**config.mk**
```make
export PLATFORM = sky130hd
export DESIGN_NAME = fwd_hazard_unit
export DESIGN_NICKNAME = d
export VERILOG_FILES = /design/src/rtl/fwd_pkg.sv /design/src/rtl/fwd_operand_sel.sv /design/src/rtl/fwd_store_sel.sv /design/src/rtl/fwd_loaduse_det.sv /design/src/rtl/fwd_hazard_unit.sv
export SDC_FILE = /design/constraint.sdc
export NUM_CORES = 1
export LEC_CHECK = 0
export ABC_AREA = 0
export CAP_MARGIN = 20
export CORE_AREA = 3 3 133 135
export CTS_BUF_LIST = sky130_fd_sc_hd__clkbuf_16
export DETAILED_ROUTE_END_ITERATION = 7
export DIE_AREA = 0 0 136 138
export PLACE_DENSITY = 0.59
export SYNTH_ARGS = -nofsm -noshare
export SYNTH_HDL_FRONTEND = slang
export SYNTH_SLANG_ARGS = --single-unit
```
**constraint.sdc**
```tcl
create_clock -name clk -period 6.4 [get_ports clk]
set_clock_uncertainty 0.1 [all_clocks]
set_input_delay 0.96 -clock clk [delete_from_list [all_inputs] [get_ports clk]]
set_output_delay 0.96 -clock clk [all_outputs]
set_load 0.01 [all_outputs]
```
**src/rtl/fwd_pkg.sv**
```systemverilog
package fwd_pkg;
  typedef enum logic [1:0] {
    SRC_REG = 2'd0,
    SRC_EXM = 2'd1,
    SRC_WB  = 2'd2
  } fwd_src_e;
endpackage

```
**src/rtl/fwd_operand_sel.sv**
```systemverilog
module fwd_operand_sel
  import fwd_pkg::*;
#(
  parameter int XLEN = 32,
  parameter int RIDX = 5
) (
  input  logic            clk,
  input  logic            rst,
  input  logic [RIDX-1:0] rs,
  input  logic [XLEN-1:0] reg_val,
  input  logic [RIDX-1:0] mem_rd,
  input  logic            mem_wen,
  input  logic            mem_load,
  input  logic [XLEN-1:0] mem_alu,
  input  logic [RIDX-1:0] wb_rd,
  input  logic            wb_wen,
  input  logic            wb_load,
  input  logic [XLEN-1:0] wb_alu,
  input  logic [XLEN-1:0] wb_ldata,
  output logic [XLEN-1:0] val
);
  logic     mem_hit, wb_hit;
  fwd_src_e src;

  always_comb begin
    mem_hit = mem_wen && (mem_rd == rs) && (rs != '0);
    wb_hit  = wb_wen && (wb_rd == rs) && (rs != '0);
    if (mem_hit)     src = mem_load ? SRC_REG : SRC_EXM;
    else if (wb_hit) src = SRC_WB;
    else             src = SRC_REG;
  end

  always_comb begin
    case (src)
      SRC_EXM: val = mem_alu;
      SRC_WB:  val = wb_load ? wb_ldata : wb_alu;
      default: val = reg_val;
    endcase
  end


  r0_never_fwd_chk: assert property (@(posedge clk) disable iff (rst)
    (rs == '0) |-> (val == reg_val));

  young_first_chk: assert property (@(posedge clk) disable iff (rst)
    (mem_wen && !mem_load && mem_rd == rs && rs != '0) |-> (val == mem_alu));

  wen_gate_chk: assert property (@(posedge clk) disable iff (rst)
    (!mem_wen && !wb_wen) |-> (val == reg_val));
endmodule

```
**src/rtl/fwd_store_sel.sv**
```systemverilog
module fwd_store_sel #(
  parameter int XLEN = 32,
  parameter int RIDX = 5
) (
  input  logic            clk,
  input  logic            rst,
  input  logic            mem_store,
  input  logic [RIDX-1:0] mem_rs2,
  input  logic [XLEN-1:0] mem_sdata,
  input  logic [RIDX-1:0] wb_rd,
  input  logic            wb_wen,
  input  logic            wb_load,
  input  logic [XLEN-1:0] wb_ldata,
  output logic [XLEN-1:0] st_data
);
  logic ld_to_st;

  always_comb begin
    ld_to_st = mem_store && wb_load && wb_wen && (wb_rd == mem_rs2) && (mem_rs2 != '0);
    st_data  = ld_to_st ? wb_ldata : mem_sdata;
  end


  mem_to_mem_chk: assert property (@(posedge clk) disable iff (rst)
    (mem_store && wb_load && wb_wen && wb_rd == mem_rs2 && mem_rs2 != '0) |-> (st_data == wb_ldata));

  no_store_pass_chk: assert property (@(posedge clk) disable iff (rst)
    (!mem_store) |-> (st_data == mem_sdata));
endmodule

```
**src/rtl/fwd_loaduse_det.sv**
```systemverilog
module fwd_loaduse_det #(
  parameter int RIDX = 5
) (
  input  logic            clk,
  input  logic            rst,
  input  logic [RIDX-1:0] id_rs1,
  input  logic [RIDX-1:0] id_rs2,
  input  logic            id_use1,
  input  logic            id_use2,
  input  logic            id_store,
  input  logic [RIDX-1:0] ex_rd,
  input  logic            ex_wen,
  input  logic            ex_load,
  output logic            hazard
);
  logic ld_live, hit1, hit2;

  always_comb begin
    ld_live = ex_load && ex_wen && (ex_rd != '0);
    hit1    = id_use1 && (id_rs1 == ex_rd);
    hit2    = id_use2 && (id_rs2 == ex_rd) && !id_store;
    hazard  = ld_live && (hit1 || hit2);
  end


  no_load_no_stall_chk: assert property (@(posedge clk) disable iff (rst)
    (!ex_load) |-> !hazard);

  store_data_exempt_chk: assert property (@(posedge clk) disable iff (rst)
    (id_store && !id_use1) |-> !hazard);

  load_use_chk: assert property (@(posedge clk) disable iff (rst)
    (ex_load && ex_wen && ex_rd != '0 && id_use1 && id_rs1 == ex_rd) |-> hazard);
endmodule

```
**src/rtl/fwd_hazard_unit.sv**
```systemverilog
module fwd_hazard_unit #(
  parameter int XLEN = 32,
  parameter int RIDX = 5
) (
  input  logic            clk,
  input  logic            rst,
  input  logic [RIDX-1:0] id_rs1,
  input  logic [RIDX-1:0] id_rs2,
  input  logic            id_use1,
  input  logic            id_use2,
  input  logic            id_store,
  input  logic [RIDX-1:0] ex_rs1,
  input  logic [RIDX-1:0] ex_rs2,
  input  logic [RIDX-1:0] ex_rd,
  input  logic            ex_wen,
  input  logic            ex_load,
  input  logic [XLEN-1:0] ex_a,
  input  logic [XLEN-1:0] ex_b,
  input  logic [RIDX-1:0] mem_rs2,
  input  logic            mem_store,
  input  logic [RIDX-1:0] mem_rd,
  input  logic            mem_wen,
  input  logic            mem_load,
  input  logic [XLEN-1:0] mem_alu,
  input  logic [XLEN-1:0] mem_sdata,
  input  logic [RIDX-1:0] wb_rd,
  input  logic            wb_wen,
  input  logic            wb_load,
  input  logic [XLEN-1:0] wb_alu,
  input  logic [XLEN-1:0] wb_ldata,
  output logic [XLEN-1:0] opnd_a,
  output logic [XLEN-1:0] opnd_b,
  output logic            zt_zero,
  output logic [XLEN-1:0] st_data,
  output logic            hold,
  output logic            kill,
  output logic            ex_bubble
);
  localparam int NOPND = 2;

  logic [NOPND-1:0][RIDX-1:0] src_idx;
  logic [NOPND-1:0][XLEN-1:0] src_reg;
  logic [NOPND-1:0][XLEN-1:0] src_out;
  logic                       hazard;

  assign src_idx[0] = ex_rs1;
  assign src_idx[1] = ex_rs2;
  assign src_reg[0] = ex_a;
  assign src_reg[1] = ex_b;

  for (genvar g = 0; g < NOPND; g++) begin : g_opnd
    fwd_operand_sel #(.XLEN(XLEN), .RIDX(RIDX)) u_sel (
      .clk(clk), .rst(rst),
      .rs(src_idx[g]), .reg_val(src_reg[g]),
      .mem_rd(mem_rd), .mem_wen(mem_wen), .mem_load(mem_load), .mem_alu(mem_alu),
      .wb_rd(wb_rd), .wb_wen(wb_wen), .wb_load(wb_load),
      .wb_alu(wb_alu), .wb_ldata(wb_ldata),
      .val(src_out[g])
    );
  end

  assign opnd_a  = src_out[0];
  assign opnd_b  = src_out[1];
  assign zt_zero = (src_out[0] == '0);

  fwd_store_sel #(.XLEN(XLEN), .RIDX(RIDX)) u_st (
    .clk(clk), .rst(rst),
    .mem_store(mem_store), .mem_rs2(mem_rs2), .mem_sdata(mem_sdata),
    .wb_rd(wb_rd), .wb_wen(wb_wen), .wb_load(wb_load), .wb_ldata(wb_ldata),
    .st_data(st_data)
  );

  fwd_loaduse_det #(.RIDX(RIDX)) u_lu (
    .clk(clk), .rst(rst),
    .id_rs1(id_rs1), .id_rs2(id_rs2), .id_use1(id_use1), .id_use2(id_use2),
    .id_store(id_store), .ex_rd(ex_rd), .ex_wen(ex_wen), .ex_load(ex_load),
    .hazard(hazard)
  );

  assign hold = hazard;
  assign kill = hazard;

  always_ff @(posedge clk) begin
    if (rst) ex_bubble <= 1'b0;
    else     ex_bubble <= hazard;
  end


  bubble_follows_chk: assert property (@(posedge clk) disable iff (rst)
    hold |=> ex_bubble);

  single_bubble_chk: assert property (@(posedge clk) disable iff (rst)
    hold |=> !hold);
  // input assumption: inserted no-op never writes
  bubble_idle_chk: assert property (@(posedge clk) disable iff (rst)
    ex_bubble |-> !ex_wen);
endmodule

```
== Word level (Yosys, flattened, before mapping) ==
Cells that the tools add are included.

* Equality and inequality tests: 11
* $add $sub $neg: 0
* Bitwise logic cells: 0
* Multiply operators: 0
* Mux-type cells: 9
* $lt $le $gt $ge: 0
* Div/mod/pow operators: 0
* Shift operators: 0
* Reduce and logical (&&, ||, !) cells: 25

{| class="wikitable"
|+ Operator list
! operator !! number
|-
| 32-bit case mux with 2 select lines || 2
|-
| 32-bit two-way mux || 2
|-
| 5-bit == test || 7
|-
| 32-bit logical NOT || 1
|-
| 5-bit nonzero test || 4
|-
| 1-bit logical AND || 18
|-
| 2-bit two-way mux || 4
|-
| 2-bit by 1-bit == test with 1-bit output, second input constant || 2
|-
| 2-bit == test, second input constant || 2
|-
| 1-bit logical NOT || 1
|-
| 1-bit logical OR || 1
|-
| 1-bit two-way mux || 1
|}

* Memories kept: 0
* Latch bits: 0
* Output and inout port bits: 100
* Bits in read-only memories: 0
* Register bits: 1
* Input port bits: 244
* Bits in writable memories: 0
* Logic and storage cells: 46

== Depth between registers and ports, before layout ==
Gate-level depths: netlist (run 1).

* Depth after elaboration: 8
* Gate-level depth with buffers: 10
* Gate-level depth less buffers: 8

== Modules after synthesis ==
A second synthesis (run 1) with hierarchy kept.

* Cell total of the unflattened synthesis: 332
* Area total of the unflattened synthesis: 3027.9 sq um

{| class="wikitable"
|+ By module, submodules not included
! module !! area an instance (sq um) !! sequential area each (sq um) !! instances !! cells each
|-
| fwd_operand_sel || 1084.8 || 0.0 || 2 || 128
|-
| fwd_store_sel || 613.1 || 0.0 || 1 || 45
|-
| fwd_loaduse_det || 138.9 || 0.0 || 1 || 17
|-
| fwd_hazard_unit || 106.4 || 20.0 || 1 || 14
|}

== Worst setup path after synthesis (run 1) ==
OpenSTA, ideal clock, no wires.

* Path type: input-to-output
* Start: input ex_rs1[1]
* End: output zt_zero
* Required time: 5.340 ns
* Stages: 10
* Arrival: 3.142 ns
* Buffers on the path: 2
* Slack: 2.198 ns
* Cell sequence: or4_4 > o211ai_4 > o211ai_2 > nor2b_4 > buf_6 > buf_6 > a221o_1 > nor4_2 > nand4_1 > nor2_1

* Longest elaborated chain between the ends: 8
* Elaborated cells on any way between the ends: 13
* Classes of those cells: 4 x eq/ne; 3 x mux; 6 x reduce/logical

{| class="wikitable"
|+ RTL lines
! item !! line !! text
|-
| start, declared || fwd_hazard_unit.sv:12 || <nowiki>input logic [RIDX-1:0] ex_rs1,</nowiki>
|-
| 5-bit == test || fwd_operand_sel.sv:27 || <nowiki>wb_hit = wb_wen && (wb_rd == rs) && (rs != '0);</nowiki>
|-
| 1-bit logical AND (2 in series) || fwd_operand_sel.sv:27 ||
|-
| 2-bit two-way mux || fwd_operand_sel.sv:29 || <nowiki>else if (wb_hit) src = SRC_WB;</nowiki>
|-
| 2-bit two-way mux * || fwd_operand_sel.sv:28 || <nowiki>if (mem_hit) src = mem_load ? SRC_REG : SRC_EXM;</nowiki>
|-
| 2-bit == test or 2-bit by 1-bit == test with 1-bit output (tied branches) || fwd_operand_sel.sv:34 || <nowiki>case (src)</nowiki>
|-
| 32-bit case mux with 2 select lines * || fwd_operand_sel.sv:34 ||
|-
| net opnd_a[13] || fwd_hazard_unit.sv:31 || <nowiki>output logic [XLEN-1:0] opnd_a,</nowiki>
|-
| 32-bit logical NOT * || fwd_hazard_unit.sv:64 || <nowiki>assign zt_zero = (src_out[0] == '0);</nowiki>
|-
| end, declared || fwd_hazard_unit.sv:33 || <nowiki>output logic zt_zero,</nowiki>
|}

The timed path passes the listed nets; every way through them passes the cells marked *.

== Final worst setup path (run 1) ==
* Start: input ex_rs1[1]
* End: output zt_zero

* Longest elaborated chain between the ends: 8
* Elaborated cells on any way between the ends: 13
* Classes of those cells: 4 x eq/ne; 3 x mux; 6 x reduce/logical

{| class="wikitable"
|+ RTL lines
! item !! line
|-
| 5-bit == test || fwd_operand_sel.sv:27
|-
| 1-bit logical AND (2 in series) || fwd_operand_sel.sv:27
|-
| 2-bit two-way mux || fwd_operand_sel.sv:29
|-
| 2-bit two-way mux * || fwd_operand_sel.sv:28
|-
| 2-bit == test or 2-bit by 1-bit == test with 1-bit output (tied branches) || fwd_operand_sel.sv:34
|-
| 32-bit case mux with 2 select lines * || fwd_operand_sel.sv:34
|-
| 32-bit logical NOT * || fwd_hazard_unit.sv:64
|}

Mark *: on every way between the ends. The rest lies on a longest branch, timed or not.

==> results.md, run 1 <==
- Worst Tran Pin Value: roughly 940 ps
- GPL Wtd Cong: ~0.96
- Number of synthesized register bits: 1
- Routed length on met1: between 7000 and 8000 µm
- Final cell count without fillers: between 800 and 900
- Post-Syn Nets: 559
- Most common cell after layout, fill and taps aside: clkdlybuf4s50_1
- Ys Warns: 0
- Met3 Wirelength: 1590 µm
- Initial antenna violation count: 1
- Most frequent cells in the layout: clkdlybuf4s50_1, nor2_1, a221o_1, mux2i_1, xnor2_1
- Max FFs per register: 1
- Vias post-DR: 4,080
- Max_slew headroom: 37.0%
- RSZ-0062 raised after global routing: false
- Fmax: around 180 MHz
- Min Tclk post-route: 5540 ps
- FFs w/ async S/R, synth: 0%
- Yosys cell types: 34
- Layout cell share with drive strength beyond 1: under 10%
- Final setup violation count: 0
- Post-Synthesis Cells: approximately 320
- Status: completed
- Max-Cap Viols: 0
- Post-synth EDFFs: 0
- Largest regs: ex_bubble: 1 flops
- Drt first pass iters: 4
- Kind of critical path: in -> out
- Met2 WL: 9190 µm
- WP data arrival: 4480 ps
- GRT overflow: 0
- Peak VDD IR: about 29 µV
- Syn Area/Cell: 7.52 µm²
- Core Region: approximately 17,000 µm²
- Final core utilization: a little over a third
- Port bufs: about 340
- Drt total wl: ~18,000 µm
- Reg area: 20.0 µm²
- Largest net degree at the start of global routing: 33
- Drt via density: ~4.7
- CTS resizes: 0
- Setup bufs post-CTS: 0
- IO Pins: around 340
- Synthesized cell area: 2370 µm²
- WL per Instance: approximately 21 µm
- Final #Nets: about 900
- Fin Setup TNS: 0 ps
- Placed insts: 858
- GRT Util Overall: a little under a fifth
- Chip height: 138 µm
- Worst path required time: between 5000 and 6000 ps
- Worst hold path type: in -> reg
- DRT iter0 DRCs: about 160
- PD cells: 66.6 nW/µm²
- Clock transition at path regs: 0 ps
- Max layer used: met4
- Vias in the first global route: ~4.4k
- Lkg Pwr: approximately 2.3 nW
- First-pass GRT wire length: about 27,000 µm
- Hold-fix buffers, CTS: 0
- DIE AREA: about 19,000 µm²
- Fill count: 1,675
- Largest register by flop count: ex_bubble
- Initial core utilization: 14.3%
- Footprint of the multi-input gates: between 2000 and 2500 µm²
- Slew Viols, Final: 0
- Period utilization: slightly below 90%
- Final Hold Fails: 0
- Sequential-to-total area share from yosys stat: less than 1%
- CP endpoint kind: output port
- CP max FO: 31
- Synth Flop Type: dfxtp_1
- Post-DRT Antenna Nets: 0
- Power, Total: between 400 and 500 µW
- DRC: 0
- Die width: roughly 140 µm
- Dpl hpwl: ~15,000 µm
- Rows: between 40 and 50
- Type of element launching the critical path: primary input
- Area delta synth->final: 155%
[per-layer routing]
layer  track usage, %  vias up
met5                0        -
met4             2.49        0
met3             4.18       20
met2             32.7      259
met1             22.2     1909
li1                 -     1892
[critical path, stage by stage]
cell and delay (ps):
clkdlybuf4s50_1 470, or4_4 580, o211ai_4 260, o211ai_4 100, nor2b_4 140, buf_4 250, a221o_1 370, nor4_2 410
nand4_1 210, nor2_1 150, clkdlybuf4s50_1 560
[worst paths after layout]
kind,cells after the start,endpoint,startpoint
max,11,zt_zero,ex_rs1[1]
min,2,ex_bubble,rst
[stage by stage]
stage	setup WS (ps)	cell area, µm²	hold WS, ps
global route	602	6040	1450
global placement	716	6040	1410
floorplan	2200	2370	937
detailed placement	692	6040	1420
CTS	686	6040	1430
finish	857	6040	1420
[layout make-up]
type / count / area share [%]
diodes: 1 / 0.0414
inverters: 3 / 0.186
multi-input cells: 283 / 37.2
flip-flops and latches: 1 / 0.331
well taps: 220 / 4.55
repair buffers: 351 / 57.7
[report_power, final]
part           internal, mW  switching, mW    total [mW]
combinational         0.252          0.144         0.396
clock          0.0000000210              0  0.0000000210
sequential          0.00639     0.00000603       0.00639
total                 0.258          0.144         0.403
[cell families (layout without fill, tap and decap cells)]
| logic type | count (synthesis) | after routing | share of synthesized area (%) |
|---|---|---|---|
| XOR/XNOR | 34 | 34 | 12.6 |
| AO/OA/AOI/OAI | 70 | 70 | 28.1 |
| AND/OR/NAND/NOR | 115 | 115 | 23.5 |
| other | 0 | 1 | 0 |
| multiplexers | 64 | 64 | 28.7 |
| buffers and inverters | 31 | 354 | 6.23 |
| flip-flops | 1 | 1 | 0.845 |
[Yosys cell counts (all sizes together) (2+ instances only)]
master	count	area share [%]
nor2	67	11
a221o	56	24
mux2	32	15
mux2i	32	14
xnor2	22	8.1
clkbuf	17	2.7
nand2	16	2.5
nor4	15	5.1
xor2	12	4.4
buf	11	3.1
a21oi	8	1.7
nand4	6	1.6
or4	4	1.4
inv	3	0.48
nor3	3	0.84
nand3	2	0.42
o211ai	2	1.4
No activity file was read; power rests on OpenSTA's default activity.
==> run 2, diff against run 1 <==
--- a/config.mk
+++ b/config.mk
@@ -8,7 +8,7 @@
 export ABC_AREA = 0
 export CAP_MARGIN = 20
 export CORE_AREA = 3 3 133 135
-export CTS_BUF_LIST = sky130_fd_sc_hd__clkbuf_16
+export CTS_CLUSTER_DIAMETER = 50
 export DETAILED_ROUTE_END_ITERATION = 7
 export DIE_AREA = 0 0 136 138
 export PLACE_DENSITY = 0.59
==> results of run 2 <==
Final layout, timing and power as in run 1 (identical DEF).
==> run 3, diff against run 2 <==
--- a/config.mk
+++ b/config.mk
@@ -11,6 +11,7 @@
 export CTS_CLUSTER_DIAMETER = 50
 export DETAILED_ROUTE_END_ITERATION = 7
 export DIE_AREA = 0 0 136 138
+export GPL_TIMING_DRIVEN = 0
 export PLACE_DENSITY = 0.59
 export SYNTH_ARGS = -nofsm -noshare
 export SYNTH_HDL_FRONTEND = slang
==> results.md, run 3 (synthesis results as in run 1) <==
- Reg area: approximately 20 µm²
- Drt total wl: 20,400 µm
- Vias in the first global route: 4,596
- Die width: ~140 µm
- PD cells: 66.3 nW/µm²
- Final core utilization: about 37%
- Placed insts: just under 900
- Peak VDD IR: between 30 and 40 µV
- Drt first pass iters: 4
- Slew Viols, Final: 0
- Fmax: roughly 170 MHz
- Max FFs per register: 1
- Min Tclk post-route: around 6000 ps
- First-pass GRT wire length: approximately 29,000 µm
- WP data arrival: roughly 4800 ps
- Largest regs: ex_bubble: 1 flops
- RSZ-0062 raised after global routing: false
- Worst Tran Pin Value: roughly 1100 ps
- DRT iter0 DRCs: 140
- Final #Nets: approximately 910
- Largest net degree at the start of global routing: 11
- Fin Setup TNS: 0 ps
- CP max FO: 10
- DRC: 0
- Max_slew headroom: 26.3%
- IO Pins: approximately 340
- Lkg Pwr: approximately 2.3 nW
- Core Region: 16,600 µm²
- Final cell count without fillers: 881
- GRT Util Overall: 20.1%
- CP endpoint kind: output port
- Final setup violation count: 0
- DIE AREA: approximately 19,000 µm²
- Fill count: roughly 1.7k
- CP endpoint: zt_zero
- Most common cell after layout, fill and taps aside: clkdlybuf4s50_1
- Worst hold path type: in -> reg
- Final Hold Fails: 0
- Worst path required time: between 5000 and 6000 ps
- Fin Hold WS: 1430 ps
- Period utilization: 92.1%
- Kind of critical path: in -> out
- Placement Setup Slack: 575 ps
- Status: completed
- Layout cell share with drive strength beyond 1: just under 6%
- Port bufs: around 340
- Drt via density: between 4 and 5
- GPL Wtd Cong: approximately 0.95
- Post-DRT Antenna Nets: 0
- Final worst setup slack: approximately 510 ps
- Largest register by flop count: ex_bubble
- Area delta synth->final: 158%
- Hold-fix buffers, CTS: 0
- WL per Instance: 23.1 µm
- Initial core utilization: 14.3%
- Footprint of the multi-input gates: 2210 µm²
- CP Launch Point: ex_rs1[1]
- Max-Cap Viols: 0
- Chip height: ~140 µm
- Most frequent cells in the layout: clkdlybuf4s50_1, nor2_1, a221o_1, mux2i_1, xnor2_1
- Vias post-DR: 4,128
- CTS resizes: 0
- Rows: 47
- Type of element launching the critical path: primary input
- Clock transition at path regs: 0 ps
- Initial antenna violation count: 1
- GRT overflow: 0
- Dpl hpwl: roughly 17,000 µm
- Setup bufs post-CTS: 0
==> run 3: cell types whose count changed in the layout (fill, tap and decap cells not counted), sizes merged <==
cell	delta
buf	+5
clkbuf	+17
==> run 3: worst min path at each step <==
stage	from	endpoint	slack, ps	cells after the start
finish	rst	ex_bubble	1430	2
global route	rst	ex_bubble	1450	2
floorplan	rst	ex_bubble	940	1
detailed placement	rst	ex_bubble	1420	2
CTS	rst	ex_bubble	1430	2
global placement	rst	ex_bubble	1420	2
==> run 3: routing by layer <==
metal / wire [µm] / track usage [%] / up-vias
met5: 0 / 0 / -
met4: 447 / 3.93 / 0
met3: 1830 / 4.25 / 25
met2: 10200 / 37.2 / 245
met1: 7860 / 23.7 / 1924
li1: - / - / 1934
==> run 3: layout make-up <==
cell class	instances	share of cell area [%]
timing repair buffer	345	56.5
multi-input combinational	283	36.2
tap	220	4.51
buffer	28	2.23
sequential	1	0.328
inverter	3	0.184
antenna	1	0.0410
==> run 3: per-stage QoR <==
| step | area (µm²) | power, mW |
|---|---|---|
| 6_report | 6100 | 0.405 |
| 5_1_grt | 6100 | 0.428 |
| 4_1_cts | 6100 | 0.407 |
| 3_5_place_dp | 6100 | 0.404 |
| 3_3_place_gp | 6070 | 0.401 |
| 2_1_floorplan | 2370 | 0.127 |
==> run 3: worst max-delay path, stage by stage <==
cell and delay [ps]:
clkdlybuf4s50_1 490, or4_4 590, o211ai_4 230, o211ai_2 160, nor2b_4 160, buf_6 140
buf_2 250, a221o_1 400, nor4_1 430, nand4_1 290, nor2_1 160, clkdlybuf4s50_1 560
==> run 3: report_power, final <==
group	leakage (nW)	switching (mW)	internal, mW	total (mW)
Clock	0.00000634	0	0.0000000209	0.0000000209
Sequential	0.00805	0.00000551	0.00639	0.00639
Combinational	2.29	0.145	0.253	0.398
